==> src/rtl/quad_dbuf_ctrl.sv <==
module quad_dbuf_ctrl #(
  parameter int NCH    = 4,
  parameter int CODE_W = 8,
  parameter int WORD_W = 16
) (
  input  logic                  clk,
  input  logic                  rst_n,
  input  logic                  cmd_valid,
  input  logic [WORD_W-1:0]     cmd_word,
  input  logic                  load_n,
  input  logic                  pwrdn_n,
  output logic [NCH*CODE_W-1:0] ch_code,
  output logic [NCH-1:0]        ch_en,
  output logic [NCH-1:0]        ch_fast
);
  localparam int ADDR_W   = $clog2(NCH);
  localparam int ADDR_LSB = WORD_W - ADDR_W;
  localparam int PD_BIT   = ADDR_LSB - 1;
  localparam int SPD_BIT  = PD_BIT - 1;
  localparam int CODE_LSB = SPD_BIT - CODE_W;

  logic [ADDR_W-1:0] addr;
  logic [CODE_W-1:0] wr_code;
  logic              unused_low;
  logic [CODE_W-1:0] hold_code [NCH];
  logic [CODE_W-1:0] out_code  [NCH];
  logic [NCH-1:0]    hold_pd, hold_spd, out_pd, out_spd;

  assign addr       = cmd_word[WORD_W-1 -: ADDR_W];
  assign wr_code    = cmd_word[CODE_LSB +: CODE_W];
  assign unused_low = ^cmd_word[CODE_LSB-1:0];

  assign ch_en   = {NCH{pwrdn_n}} & ~out_pd;
  assign ch_fast = out_spd;

  for (genvar i = 0; i < NCH; i++) begin : g_ch
    logic              sel;
    logic [CODE_W-1:0] nxt_code;
    logic              nxt_pd, nxt_spd;

    assign sel      = cmd_valid && (addr == ADDR_W'(i));
    assign nxt_code = sel ? wr_code           : hold_code[i];
    assign nxt_pd   = sel ? cmd_word[PD_BIT]  : hold_pd[i];
    assign nxt_spd  = sel ? cmd_word[SPD_BIT] : hold_spd[i];

    always_ff @(posedge clk or negedge rst_n) begin
      if (!rst_n) begin
        hold_code[i] <= '0;
        hold_pd[i]   <= 1'b0;
        hold_spd[i]  <= 1'b0;
        out_code[i]  <= '0;
        out_pd[i]    <= 1'b0;
        out_spd[i]   <= 1'b0;
      end else begin
        if (sel) begin
          hold_code[i] <= nxt_code;
          hold_pd[i]   <= nxt_pd;
          hold_spd[i]  <= nxt_spd;
        end
        if (!load_n) begin
          out_code[i] <= nxt_code;
          out_pd[i]   <= nxt_pd;
          out_spd[i]  <= nxt_spd;
        end
      end
    end

    assign ch_code[i*CODE_W +: CODE_W] = out_code[i];

    // a write under a low strobe reaches the addressed output one edge later
    p_direct_load_r6: assert property (@(posedge clk) disable iff (!rst_n)
      (!load_n && cmd_valid && cmd_word[WORD_W-1 -: ADDR_W] == ADDR_W'(i))
      |=> (ch_code[i*CODE_W +: CODE_W] == $past(cmd_word[CODE_LSB +: CODE_W])
           && ch_fast[i] == $past(cmd_word[SPD_BIT])));

    // a high strobe freezes code and flags
    p_hold_r7: assert property (@(posedge clk) disable iff (!rst_n)
      load_n |=> ($stable(ch_code[i*CODE_W +: CODE_W]) && $stable(ch_fast[i])
                  && $stable(out_pd[i])));

    // an unaddressed channel copies its holding value when the strobe is low
    p_copy_r7: assert property (@(posedge clk) disable iff (!rst_n)
      (!load_n && !(cmd_valid && cmd_word[WORD_W-1 -: ADDR_W] == ADDR_W'(i)))
      |=> ch_code[i*CODE_W +: CODE_W] == $past(hold_code[i]));

    // a write addressed elsewhere leaves this holding stage alone
    p_addr_r2: assert property (@(posedge clk) disable iff (!rst_n)
      (cmd_valid && cmd_word[WORD_W-1 -: ADDR_W] != ADDR_W'(i))
      |=> $stable(hold_code[i]));
  end

  // the global power-down turns every channel off
  p_global_off_r8: assert property (@(posedge clk) disable iff (!rst_n)
    !pwrdn_n |-> ch_en == '0);

  // releasing the global power-down leaves the codes untouched
  p_release_keeps_r8: assert property (@(posedge clk) disable iff (!rst_n)
    ($rose(pwrdn_n) && $past(load_n)) |-> $stable(ch_code));
endmodule

==> config.mk <==
export PLATFORM = sky130hd
export DESIGN_NAME = quad_dbuf_ctrl
export DESIGN_NICKNAME = d
export VERILOG_FILES = /design/src/rtl/quad_dbuf_ctrl.sv
export SDC_FILE = /design/constraint.sdc
export NUM_CORES = 1
export LEC_CHECK = 0
export BUFFER_PORTS_ARGS = -buffer_cell sky130_fd_sc_hd__buf_2
export CAP_MARGIN = 20
export CORE_AREA = 2 2 87 89
export DETAILED_ROUTE_END_ITERATION = 7
export DIE_AREA = 0 0 89 91
export PLACE_DENSITY = 0.71
export SETUP_SLACK_MARGIN = 0.4
export SLEW_MARGIN = 20
export SYNTH_ARGS = -nofsm -noshare
export SYNTH_HDL_FRONTEND = slang
export SYNTH_SLANG_ARGS = --single-unit
==> constraint.sdc <==
create_clock -name clk -period 1.3 [get_ports clk]
set_input_delay 0.26 -clock clk [delete_from_list [all_inputs] [get_ports clk]]
set_output_delay 0.26 -clock clk [all_outputs]
set_load 0.005 [all_outputs]
* After elaboration in Yosys (flattened, before gate mapping)
Index checks and enable logic that the tools add are counted.
** Storage, ports and cells
- Register bits :: 80
- Input bits :: 21
- Word-level logic and storage cells :: 46
** Operators by class
- Eq/ne operators :: 3
- Multiplexer cells :: 12
- Bitwise operators :: 2
- Reduce and logical (&&, ||, !) cells :: 5
** Operators with widths (count)
- $mux W8 :: 4
- $mux W1 :: 8
- $and A4 B4 Y4 :: 1
- $eq A2 B2 Y1 const B :: 2
- $logic_and A1 B1 Y1 :: 4
- $not A4 Y4 :: 1
- $eq A2 B1 Y1 const B :: 1
- $logic_not A2 Y1 :: 1

* Depth between registers and ports, before layout
Gate-level depths: netlist of the first run.
- Word-level depth :: 3
- Gate-level depth with buffers :: 4
- Depth with buffers taken out :: 3

* Least setup slack after synthesis of the first run
OpenSTA, ideal clock, no wires.
- Path kind :: input to register
- Start :: in cmd_word[15]
- End :: reg out_code, in the netlist ch_code[0]
- Setup time :: 0.125 ns
- Arrival time :: 1.340 ns
- Data required time :: 1.175 ns
- Slack :: -0.165 ns
- Stages on the path :: 4
- Path buffers :: 1
- Path through :: or3b_1 -> buf_6 -> mux2_4 -> mux2_2
** Between the ends
- Word-level cells in the longest chain between the ends :: 3
** Ends and longest elaborated chain
- from (decl) :: RTL line 9 : input logic [WORD_W-1:0] cmd_word,
- $logic_not A2 Y1 :: RTL line 41 : assign sel = cmd_valid && (addr == ADDR_W'(i));
- $logic_and A1 B1 Y1 :: RTL line 41
- $mux W8 :: RTL line 42 : assign nxt_code = sel ? wr_code : hold_code[i];
- to (signal, indexed assignment) :: RTL line 61 : out_code[i] <= nxt_code;
- to (decl) :: RTL line 26 : logic [CODE_W-1:0] out_code [NCH];
Every way passes these cells.
A chain may end at the register's enable or synchronous reset.

* Final worst setup path of the first run
- Start :: in cmd_word[15]
- End :: reg out_code, in the netlist ch_code[4]
The elaborated chain is that of the path after synthesis.

==> summary.md, run 1 <==
| Metric | Value |
|---|---|
| Run status | `completed` |
| Max Used Layer | `met4` |
| IO Pins | `slightly above 60` |
| Final design area excluding fillers | `about 4200 um^2` |
| Port bufs | `between 50 and 60` |
| Metal2 WL | `roughly 3000 um` |
| Top cells by count, synth | `dfrtp_1 (80), nand2_1 (60), a21oi_1 (40), nor2b_1 (24), mux2_2 (20)` |
| Worst skew pair latency | `approximately 0.35 ns` |
| Post-synth ARST share | `100%` |
| Post-synthesis sequential area ratio | `a little over three fifths` |
| Avg Cell Area, Syn | `12.0 um^2` |
| Reg power frac | `between 50% and 60%` |
| GP Congestion | `roughly 0.71` |
| Post-route insts no fill | `around 460` |
| Sw frac | `26.0%` |
| Clk pin slew, worst setup/hold paths | `0.07 ns` |
| ANT cells | `0` |
| Worst setup SP type | `primary input` |
| Clock share of power | `roughly a quarter` |
| Die area | `a little over 8000 um^2` |
| Initial DRC Count | `approximately 140` |
| Warnings from Yosys | `0` |
| Crit path buffers/inverters | `2` |
| Drt via density | `approximately 4.8` |
| Hold Crit Class | `in2reg` |
| H-tree depth | `3` |
| Nets | `~370` |
| Met3 routed WL | `278 um` |
| Area delta synth->final | `33.8%` |
| FMAX | `approximately 0.77 GHz` |
| Synth Instances | `between 200 and 300` |
| Max Cap Violations | `0` |
| RSZ-0062 raised after global routing | `true` |
| PD cells | `approximately 1400 nW/um^2` |
| Crit path arrival time | `roughly 1.5 ns` |
| Register-to-register setup slack | `about 0.28 ns` |
| CP Max Fanout | `5` |
| Placed inst area | `around 3800 um^2` |
| Most common cell in the synthesized netlist | `dfrtp_1` |
| Post-synthesis cell area | `3170 um^2` |
| #FFs+latches synth | `80` |
| Final Hold Viols | `0` |
| Most used cell, CP | `mux2_4` |
| Share of layout cells above drive strength 1 | `46.9%` |
| Inst Count DP | `418` |
| Maximum buffer depth of the clock tree | `2` |
| Top post-synthesis cells by area | `dfrtp_1 (63%), mux2_2 (7.1%), nand2_1 (7.1%)` |
| Slowest cell on the critical path | `or3b_4` |
| Final ANT Viol Nets | `0` |
| Drt wl/cell | `~15 um` |
| Pleak | `around 0.0021 uW` |
| CTS Sinks | `80` |
| 1st-pass router iterations | `4` |
| Vias in the first global route | `approximately 2,200` |
| Tightest Pin Transition | `between 0.2 and 0.3 ns` |
| Largest vdd supply drop | `around 0.72 mV` |
| Met1 Wirelength | `around 3200 um` |
| Die W | `between 80 and 90 um` |
| First-pass GRT wire length | `11,000 um` |
| Area leader, netlist | `dfrtp_1` |
| Setup violations, final | `0` |
| GRT Total Usage | `17.9%` |
| Number of synthesized flops with an enable pin | `0` |
| Cell Int Power | `~4400 uW` |
| Via count | `around 2,200` |
| Area share of the largest cell type after synthesis | `a little over three fifths` |
| Gr ovfl total | `0` |
| Switching Power | `between 1500 and 2000 uW` |
| Min Tclk post-route | `1.29 ns` |
| Critical Path, Cell by Cell | `buf_6, or3b_4, buf_16, mux2_4, mux2_4` |
| Die H | `~91 um` |
| Fin crit share | `between 90% and 100%` |
| Post-synth top flop | `dfrtp_1` |
| Antenna violations before repair | `0` |
| Initial Util | `about 44%` |
| Critical Path RT | `around 1.5 ns` |
| Netlist cell types | `16` |
| CTS tree | `built` |
| Max_slew headroom | `between 80 and 90%` |
| Residual DRC count | `0` |
| Clock Root Buffer | `clkbuf_8` |
| Final Slew Violations | `0` |
| CP peak stage delay | `between 0.4 and 0.5 ns` |
| Row count | `31` |
| Syn nets | `284` |
| Total CTS buffers | `9` |
| Combinational cell fraction of total power | `21.8%` |
| Total Wirelength | `approximately 6700 um` |
| Largest net degree at the start of global routing | `34` |
| Worst setup EP type | `flip-flop` |
| CORE AREA | `7140 um^2` |
| Half-perimeter wire length after placement | `between 4000 and 5000 um` |
| Crit-path leading delay family | `multiplexers` |
| Type of the worst setup path | `in2reg` |
| Clock Skew | `about 0.0072 ns` |
-- cells by family (layout without fill, tap and decap cells) --
logic type             Yosys count  count (layout)  synth area share [%]
buffers and inverters           13             106                  1.82
muxes                           40              40                  15.4
and+or+nand+nor                 90              90                  13.2
AOI/OAI and AO/OA               40              40                  6.32
DFF                             80              80                  63.2
-- state kept, by name, summed over array words and instances (netlist names) --
register   flops
ch_fast        4
hold_spd       4
hold_pd        4
hold_code     32
ch_code       32
out_pd         4
-- power groups by stage --
stage	clock network, uW	logic, uW	registers (uW)
floorplan	0	625	3160
global placement	0	1090	3170
detailed placement	0	1130	3180
CTS	1580	1250	3130
global route	1710	1430	3180
finish	1540	1300	3130
-- final cells by class --
cell class	count	area (um^2)
Clock buffer	13	149
Multi-Input combinational cell	170	1240
Fill cell	596	2900
Tap cell	99	124
Clock inverter	1	5.00
Timing Repair Buffer	92	721
Sequential cell	80	2000
-- layer usage --
layer,GRT usage [%],vias up
li1,-,1059
met1,26.1,1087
met2,25.1,43
met3,5.00,11
met4,7.71,0
met5,0,-
-- path summary, 6_finish.rpt --
path                                from            end  cells past startpoint
min                         cmd_word[13]     hold_pd[2]                      3
min in group asynchronous          rst_n    ch_code[26]                      2
max in group asynchronous          rst_n  hold_code[19]                      3
max                         cmd_word[15]     ch_code[4]                      5
min reg2reg                hold_code[11]  hold_code[11]                      2
max reg2reg                hold_code[21]    ch_code[13]                      2
-- cells in the final DEF (no fill, tap or decap), types with 2 or more instances in the layout --
cell      count
dfrtp_1      80
clkbuf_8     10
buf_4        23
clkbuf_1      3
mux2_4       21
a21oi_1      18
nand2_1      60
nor2b_1      23
buf_6         4
nand3b_1      2
mux2_2       19
buf_12        8
buf_2        53
a21oi_2      22
-- tightest hold or removal path: cells and delay by family --
kind,cells,cell delay (ns)
buffers and inverters,1,0.15
AND/OR/NAND/NOR,2,0.10
-- through the flow --
| step | setup TNS (ns) | power (uW) | setup WS, ns | util, % | hold slack (ns) |
|---|---|---|---|---|---|
| final | 0 | 5970 | 0.00573 | 59.4 | 0.198 |
| after global routing | 0 | 6330 | 0.00320 | 59.4 | 0.183 |
| after CTS | 0 | 5950 | 0.0288 | 57.9 | 0.191 |
| after detailed placement | -7.29 | 4310 | -0.364 | 53.4 | 0.205 |
| after global placement | -6.95 | 4260 | -0.340 | 53.4 | 0.205 |
| after floorplan | -1.65 | 3790 | -0.165 | - | -0.0356 |
-- what timing repair did --
| item | 4_1_cts | 5_1_grt |
|---|---|---|
| hold buffers | 1 | 0 |
| setup buffers | 13 | 7 |
| gates resized for setup | 7 | 6 |
| endpoints found under the setup margin | 81 | 123 |
| endpoints found under the hold margin | 24 | 0 |
| cloned | 1 | 1 |
(Power assumes the default switching activity.)
==> run 2: changes to the inputs <==
- REMOVE_ABC_BUFFERS: unset -> 1
==> summary.md, run 2 (synthesis gave the netlist of run 1 again) <==
| Metric | Value |
|---|---|
| Post-route insts no fill | `466 (+2.4%)` |
| Slowest cell on the critical path | `or3b_4` |
| FMAX | `0.779 GHz (+0.81%)` |
| Final ANT Viol Nets | `0 (unchanged)` |
| Tightest Pin Transition | `0.254 ns (-0.0128 ns)` |
| Residual DRC count | `0 (unchanged)` |
| ANT cells | `0 (unchanged)` |
| Antenna violations before repair | `0 (unchanged)` |
| IO Pins | `61 (unchanged)` |
| Clock Skew | `0.00696 ns (-0.000275 ns)` |
| Worst skew pair latency | `0.36 ns (about the same)` |
| PD cells | `1480 nW/um^2 (+4.9%)` |
| Critical Path RT | `1.55 ns (+0.02 ns)` |
| Die W | `89 um (unchanged)` |
| Min Tclk post-route | `1.28 ns (-0.0103 ns)` |
| Critical Path, Cell by Cell | `buf_6, or3b_4, buf_16, mux2_4, mux2_4` |
| R2R depth | `2 (unchanged)` |
| Hold Crit Class | `in2reg` |
| Type of the worst setup path | `in2reg` |
| CTS Sinks | `80 (unchanged)` |
| Half-perimeter wire length after placement | `4300 um (+0.62%)` |
| Drt via density | `5.04 (+4.3%)` |
| Maximum buffer depth of the clock tree | `2 (unchanged)` |
| Run status | `completed` |
| Most used cell, CP | `mux2_4` |
| First-pass GRT wire length | `11,600 um (+5.0%)` |
| Setup violations, final | `0 (unchanged)` |
| Final design area excluding fillers | `4420 um^2 (+4.3%)` |
| Largest vdd supply drop | `0.908 mV (+27%)` |
| Pleak | `0.00221 uW (+6.7%)` |
| Hold path cells | `3 (unchanged)` |
| Share of layout cells above drive strength 1 | `45.8% (-1.1 points)` |
| Max Cap Violations | `0 (unchanged)` |
| Drt wl/cell | `16.5 um (+12%)` |
| Via count | `2,349 (+6.8%)` |
| Leading cell type in the layout, fill and taps excluded | `dfrtp_1` |
| Inst Count DP | `416 (-0.48%)` |
| GP Congestion | `0.742 (+4.1%)` |
| Clk pin slew, worst setup/hold paths | `0.08 ns (about the same)` |
| 1st-pass router iterations | `4 (unchanged)` |
| Die area | `8100 um^2 (unchanged)` |
| Final Hold Viols | `0 (unchanged)` |
| Port bufs | `56 (unchanged)` |
| Gr ovfl total | `0 (unchanged)` |
| Row count | `31 (unchanged)` |
| Fin crit share | `98.8% (-0.80 points)` |
| Clock Root Buffer | `clkbuf_8` |
| CTS tree | `built` |
| GRT Total Usage | `19.1% (+1.2 points)` |
| Area delta synth->final | `39.6%` |
| Placed inst area | `3690 um^2 (-3.3%)` |
| CP peak stage delay | `0.44 ns (about the same)` |
| Vias in the first global route | `2,296 (+3.9%)` |
| H-tree depth | `3 (unchanged)` |
| Worst setup SP type | `primary input` |
| Initial DRC Count | `215 (+49%)` |
| Total CTS buffers | `9 (unchanged)` |
| Final Slew Violations | `0 (unchanged)` |
| Die H | `91 um (unchanged)` |
| RSZ-0062 raised after global routing | `true` |
| CORE AREA | `7140 um^2 (unchanged)` |
| Total Wirelength | `7690 um (+15%)` |
| Worst setup EP type | `flip-flop` |
| Largest net degree at the start of global routing | `34 (unchanged)` |
| Commonest non-fill, non-tap cells in the layout | `dfrtp_1 (80), nand2_1 (60), buf_2 (52), mux2_4 (33), a21oi_1 (29)` |
| Crit path arrival time | `1.54 ns (+0.02 ns)` |
| Max_slew headroom | `83.1% (+0.85 points)` |
| Initial Util | `44.4% (unchanged)` |
| CP Max Fanout | `5 (unchanged)` |
| Nets | `383 (+2.4%)` |
run 2: where the power goes:
group	switching [uW]	leakage, uW	total (uW)	internal [uW]
registers	194	0.000957	3130	2940
clock network	897	0.000103	1890	996
logic	612	0.00115	1510	896
total	1700	0.00221	6540	4830
run 2: path summary, 6_finish.rpt:
kind                                    from            end  slack (ns)
worst max-delay path            cmd_word[14]     ch_fast[0]        0.02
worst min-delay path             cmd_word[8]  hold_code[12]        0.17
worst max register to register   hold_spd[1]     ch_fast[1]        0.26
worst min register to register  hold_code[9]   hold_code[9]        0.48
max in group asynchronous              rst_n  hold_code[18]        0.54
min in group asynchronous              rst_n  hold_code[14]        0.32
run 2: per-stage QoR:
| step | total power [uW] | worst slack [ns] | hold WS [ns] | utilization [%] | TNS (ns) |
|---|---|---|---|---|---|
| 3_3_place_gp | 4190 | -0.372 | 0.201 | 51.6 | -7.13 |
| 3_5_place_dp | 4240 | -0.401 | 0.199 | 51.6 | -7.47 |
| 6_report | 6540 | 0.0161 | 0.171 | 62.0 | 0 |
| 5_1_grt | 6860 | 0.00250 | 0.181 | 62.0 | 0 |
| 4_1_cts | 6380 | 0.0345 | 0.159 | 58.8 | 0 |
| 2_1_floorplan | 3680 | -0.294 | -0.0356 | - | -4.37 |
run 2: final cells by class:
type	instances	area (um^2)
clock buffer	12	155
clock inverter	4	51.3
fill	592	2720
multi-input combinational	170	1250
sequential	80	2000
tap	99	124
timing repair buffer	101	843
run 2: worst max-delay path: cells and delay by family:
family        cells  cell delay [ns]
buf+inv           2             0.25
mux               2             0.58
simple gates      1             0.44
run 2: repair_timing:
item | in CTS | in global routing
pin swaps | 2 | 15
hold buffers | 1 | 0
setup buffers | 16 | 13
hold endpoints to repair | 24 | 0
setup endpoints to repair | 73 | 122
resized for setup | 33 | 21
cloned | 2 | 2
run 2: layer usage:
metal	track usage [%]	part of all wire, %	vias up
met4	7.09	1.6	0
met1	27.6	43	1171
met2	27.7	48	85
met5	0	0	-
met3	5.18	7.6	12
li1	-	-	1081
==> run 3: changes to the inputs <==
- CORE_AREA: 2 2 87 89 -> 2 2 83 93
- DIE_AREA: 0 0 89 91 -> 0 0 85 95
==> summary.md, run 3 (synthesis gave the netlist of run 1 again) <==
| Metric | Value |
|---|---|
| Drt via density | `5.09 (+0.90%)` |
| Fin crit share | `97.7% (-1.1 points)` |
| Type of the worst setup path | `in2reg` |
| First-pass GRT wire length | `11,500 um (-0.83%)` |
| Row count | `33 (+6.5%)` |
| Die H | `95 um (+4.4%)` |
| Vias in the first global route | `2,151 (-6.3%)` |
| Worst skew pair latency | `0.35 ns (about the same)` |
| R2R depth | `2 (unchanged)` |
| R2R Path Start | `hold_code[31]` |
| Largest vdd supply drop | `0.841 mV (-7.4%)` |
| Register-to-register setup slack | `0.27 ns (about the same)` |
| Critical Path, Cell by Cell | `buf_6, or3b_4, buf_6, mux2_4, mux2_4` |
| Final ANT Viol Nets | `0 (unchanged)` |
| Final TNS setup | `0 ns (unchanged)` |
| Initial DRC Count | `100 (-53%)` |
| Run status | `completed` |
| Min Tclk post-route | `1.27 ns (-0.0143 ns)` |
| Die W | `85 um (-4.5%)` |
| Crit path from | `cmd_word[15]` |
| Crit path buffers/inverters | `2 (unchanged)` |
| Crit-path leading delay family | `multiplexers` |
| Slowest cell on the critical path | `or3b_4` |
| Worst setup EP type | `flip-flop` |
| Clock Root Buffer | `clkbuf_8` |
| Final Slew Violations | `0 (unchanged)` |
| Inst Count DP | `408 (-1.9%)` |
| Reg-to-reg endpoint | `ch_code[7]` |
| Placed inst area | `3690 um^2 (about the same)` |
| Nets | `383 (unchanged)` |
| Total Wirelength | `7950 um (+3.3%)` |
| Gr ovfl total | `0 (unchanged)` |
| H-tree depth | `3 (unchanged)` |
| Share of layout cells above drive strength 1 | `46.9% (+1.1 points)` |
| Final setup margin | `0.0304 ns (+0.0143 ns)` |
| Tightest Pin Transition | `0.227 ns (-0.0272 ns)` |
| GP Congestion | `0.711 (-4.2%)` |
| Antenna violations before repair | `0 (unchanged)` |
| Post-route insts no fill | `454 (-2.6%)` |
| Total CTS buffers | `9 (unchanged)` |
| 1st-pass router iterations | `5 (+1)` |
| CP Max Fanout | `5 (unchanged)` |
| Area delta synth->final | `38.6%` |
| Pleak | `0.00218 uW (-1.5%)` |
| Post-layout power | `6330 uW (-3.2%)` |
| Drt wl/cell | `17.5 um (+6.1%)` |
| Commonest non-fill, non-tap cells in the layout | `dfrtp_1 (80), nand2_1 (60), buf_2 (54), mux2_4 (28), a21oi_1 (26)` |
| Cell depth of the worst setup path | `5 (unchanged)` |
| Crit path arrival time | `1.50 ns (-0.04 ns)` |
| Residual DRC count | `0 (unchanged)` |
| Hold Crit Class | `in2reg` |
| Place WS | `-0.361 ns (+0.0395 ns)` |
| Worst Setup EP | `ch_code[6]` |
| Die area | `8080 um^2 (-0.30%)` |
| Clk pin slew, worst setup/hold paths | `0.08 ns (about the same)` |
| Half-perimeter wire length after placement | `4460 um (+3.6%)` |
| Worst setup SP type | `primary input` |
| Leading cell type in the layout, fill and taps excluded | `dfrtp_1` |
| PD cells | `1440 nW/um^2 (-2.5%)` |
| CTS Sinks | `80 (unchanged)` |
| Critical Path RT | `1.53 ns (-0.02 ns)` |
| Max Cap Violations | `0 (unchanged)` |
| CP peak stage delay | `0.41 ns (-0.03 ns)` |
| FILL cells | `574 (-3.0%)` |
| Via count | `2,309 (-1.7%)` |
| Setup violations, final | `0 (unchanged)` |
| GRT Total Usage | `18.8% (-0.29 points)` |
| Port bufs | `56 (unchanged)` |
| Maximum buffer depth of the clock tree | `2 (unchanged)` |
| RSZ-0062 raised after global routing | `true` |
| Clock Skew | `0.00569 ns (-0.00127 ns)` |
| CORE AREA | `7230 um^2 (+1.2%)` |
| Initial Util | `43.8% (-0.55 points)` |
| Max_slew headroom | `84.9% (+1.8 points)` |
| IO Pins | `61 (unchanged)` |
| Final Hold Viols | `0 (unchanged)` |
| CTS tree | `built` |
| Largest net degree at the start of global routing | `37 (+8.8%)` |
| FMAX | `0.788 GHz (+1.1%)` |
| Final design area excluding fillers | `4390 um^2 (-0.74%)` |
| ANT cells | `0 (unchanged)` |
-- run 3: tightest hold or removal path, stage by stage --
cell and delay (ns):
buf_2 0.14, nand2_1 0.06, nand2_1 0.04
-- run 3: metal layers --
metal	vias up	wire, um	GRT usage (%)
met5	-	0	0
met4	0	129	8.33
met3	12	264	3.06
met2	53	4060	29.8
met1	1166	3500	25.8
li1	1078	-	-
-- run 3: layout make-up --
class / count / area, um^2 / share of cell area (%)
clock buffer: 14 / 173 / 3.93
clock inverter: 2 / 12.5 / 0.285
multi-input combinational: 170 / 1250 / 28.6
sequential: 80 / 2000 / 45.6
tap: 87 / 109 / 2.48
timing repair buffer: 101 / 840 / 19.1
-- run 3: worst min path at each step --
stage	from	end	slack, ns	depth (start not counted)
global route	cmd_word[7]	hold_code[11]	0.18	3
finish	cmd_word[4]	hold_code[0]	0.18	3
floorplan	rst_n	ch_code[0]	-0.04	0
detailed placement	rst_n	ch_code[28]	0.17	1
global placement	rst_n	ch_code[28]	0.17	1
CTS	cmd_word[4]	hold_code[0]	0.16	3
-- run 3: timing repair --
| item | 4_1_cts | 5_1_grt |
|---|---|---|
| gates cloned | 1 | 4 |
| endpoints found under the setup margin | 80 | 136 |
| hold buffers | 1 | 0 |
| hold endpoints to repair | 19 | 0 |
| pin swaps | 1 | 22 |
| buffers inserted | 9 | 15 |
| resized for setup | 23 | 40 |
-- run 3: power breakdown --
group	internal (uW)	switching (uW)	total (uW)
combinational	864	598	1460
clock	850	869	1720
sequential	2940	203	3140
total	4660	1670	6330
-- run 3: per-stage QoR --
| stage | hold WS [ns] | utilization, % |
|---|---|---|
| after floorplan | -0.0356 | - |
| after global placement | 0.169 | 51.0 |
| after detailed placement | 0.172 | 51.0 |
| after CTS | 0.161 | 56.0 |
| after global routing | 0.179 | 60.7 |
| final | 0.183 | 60.7 |
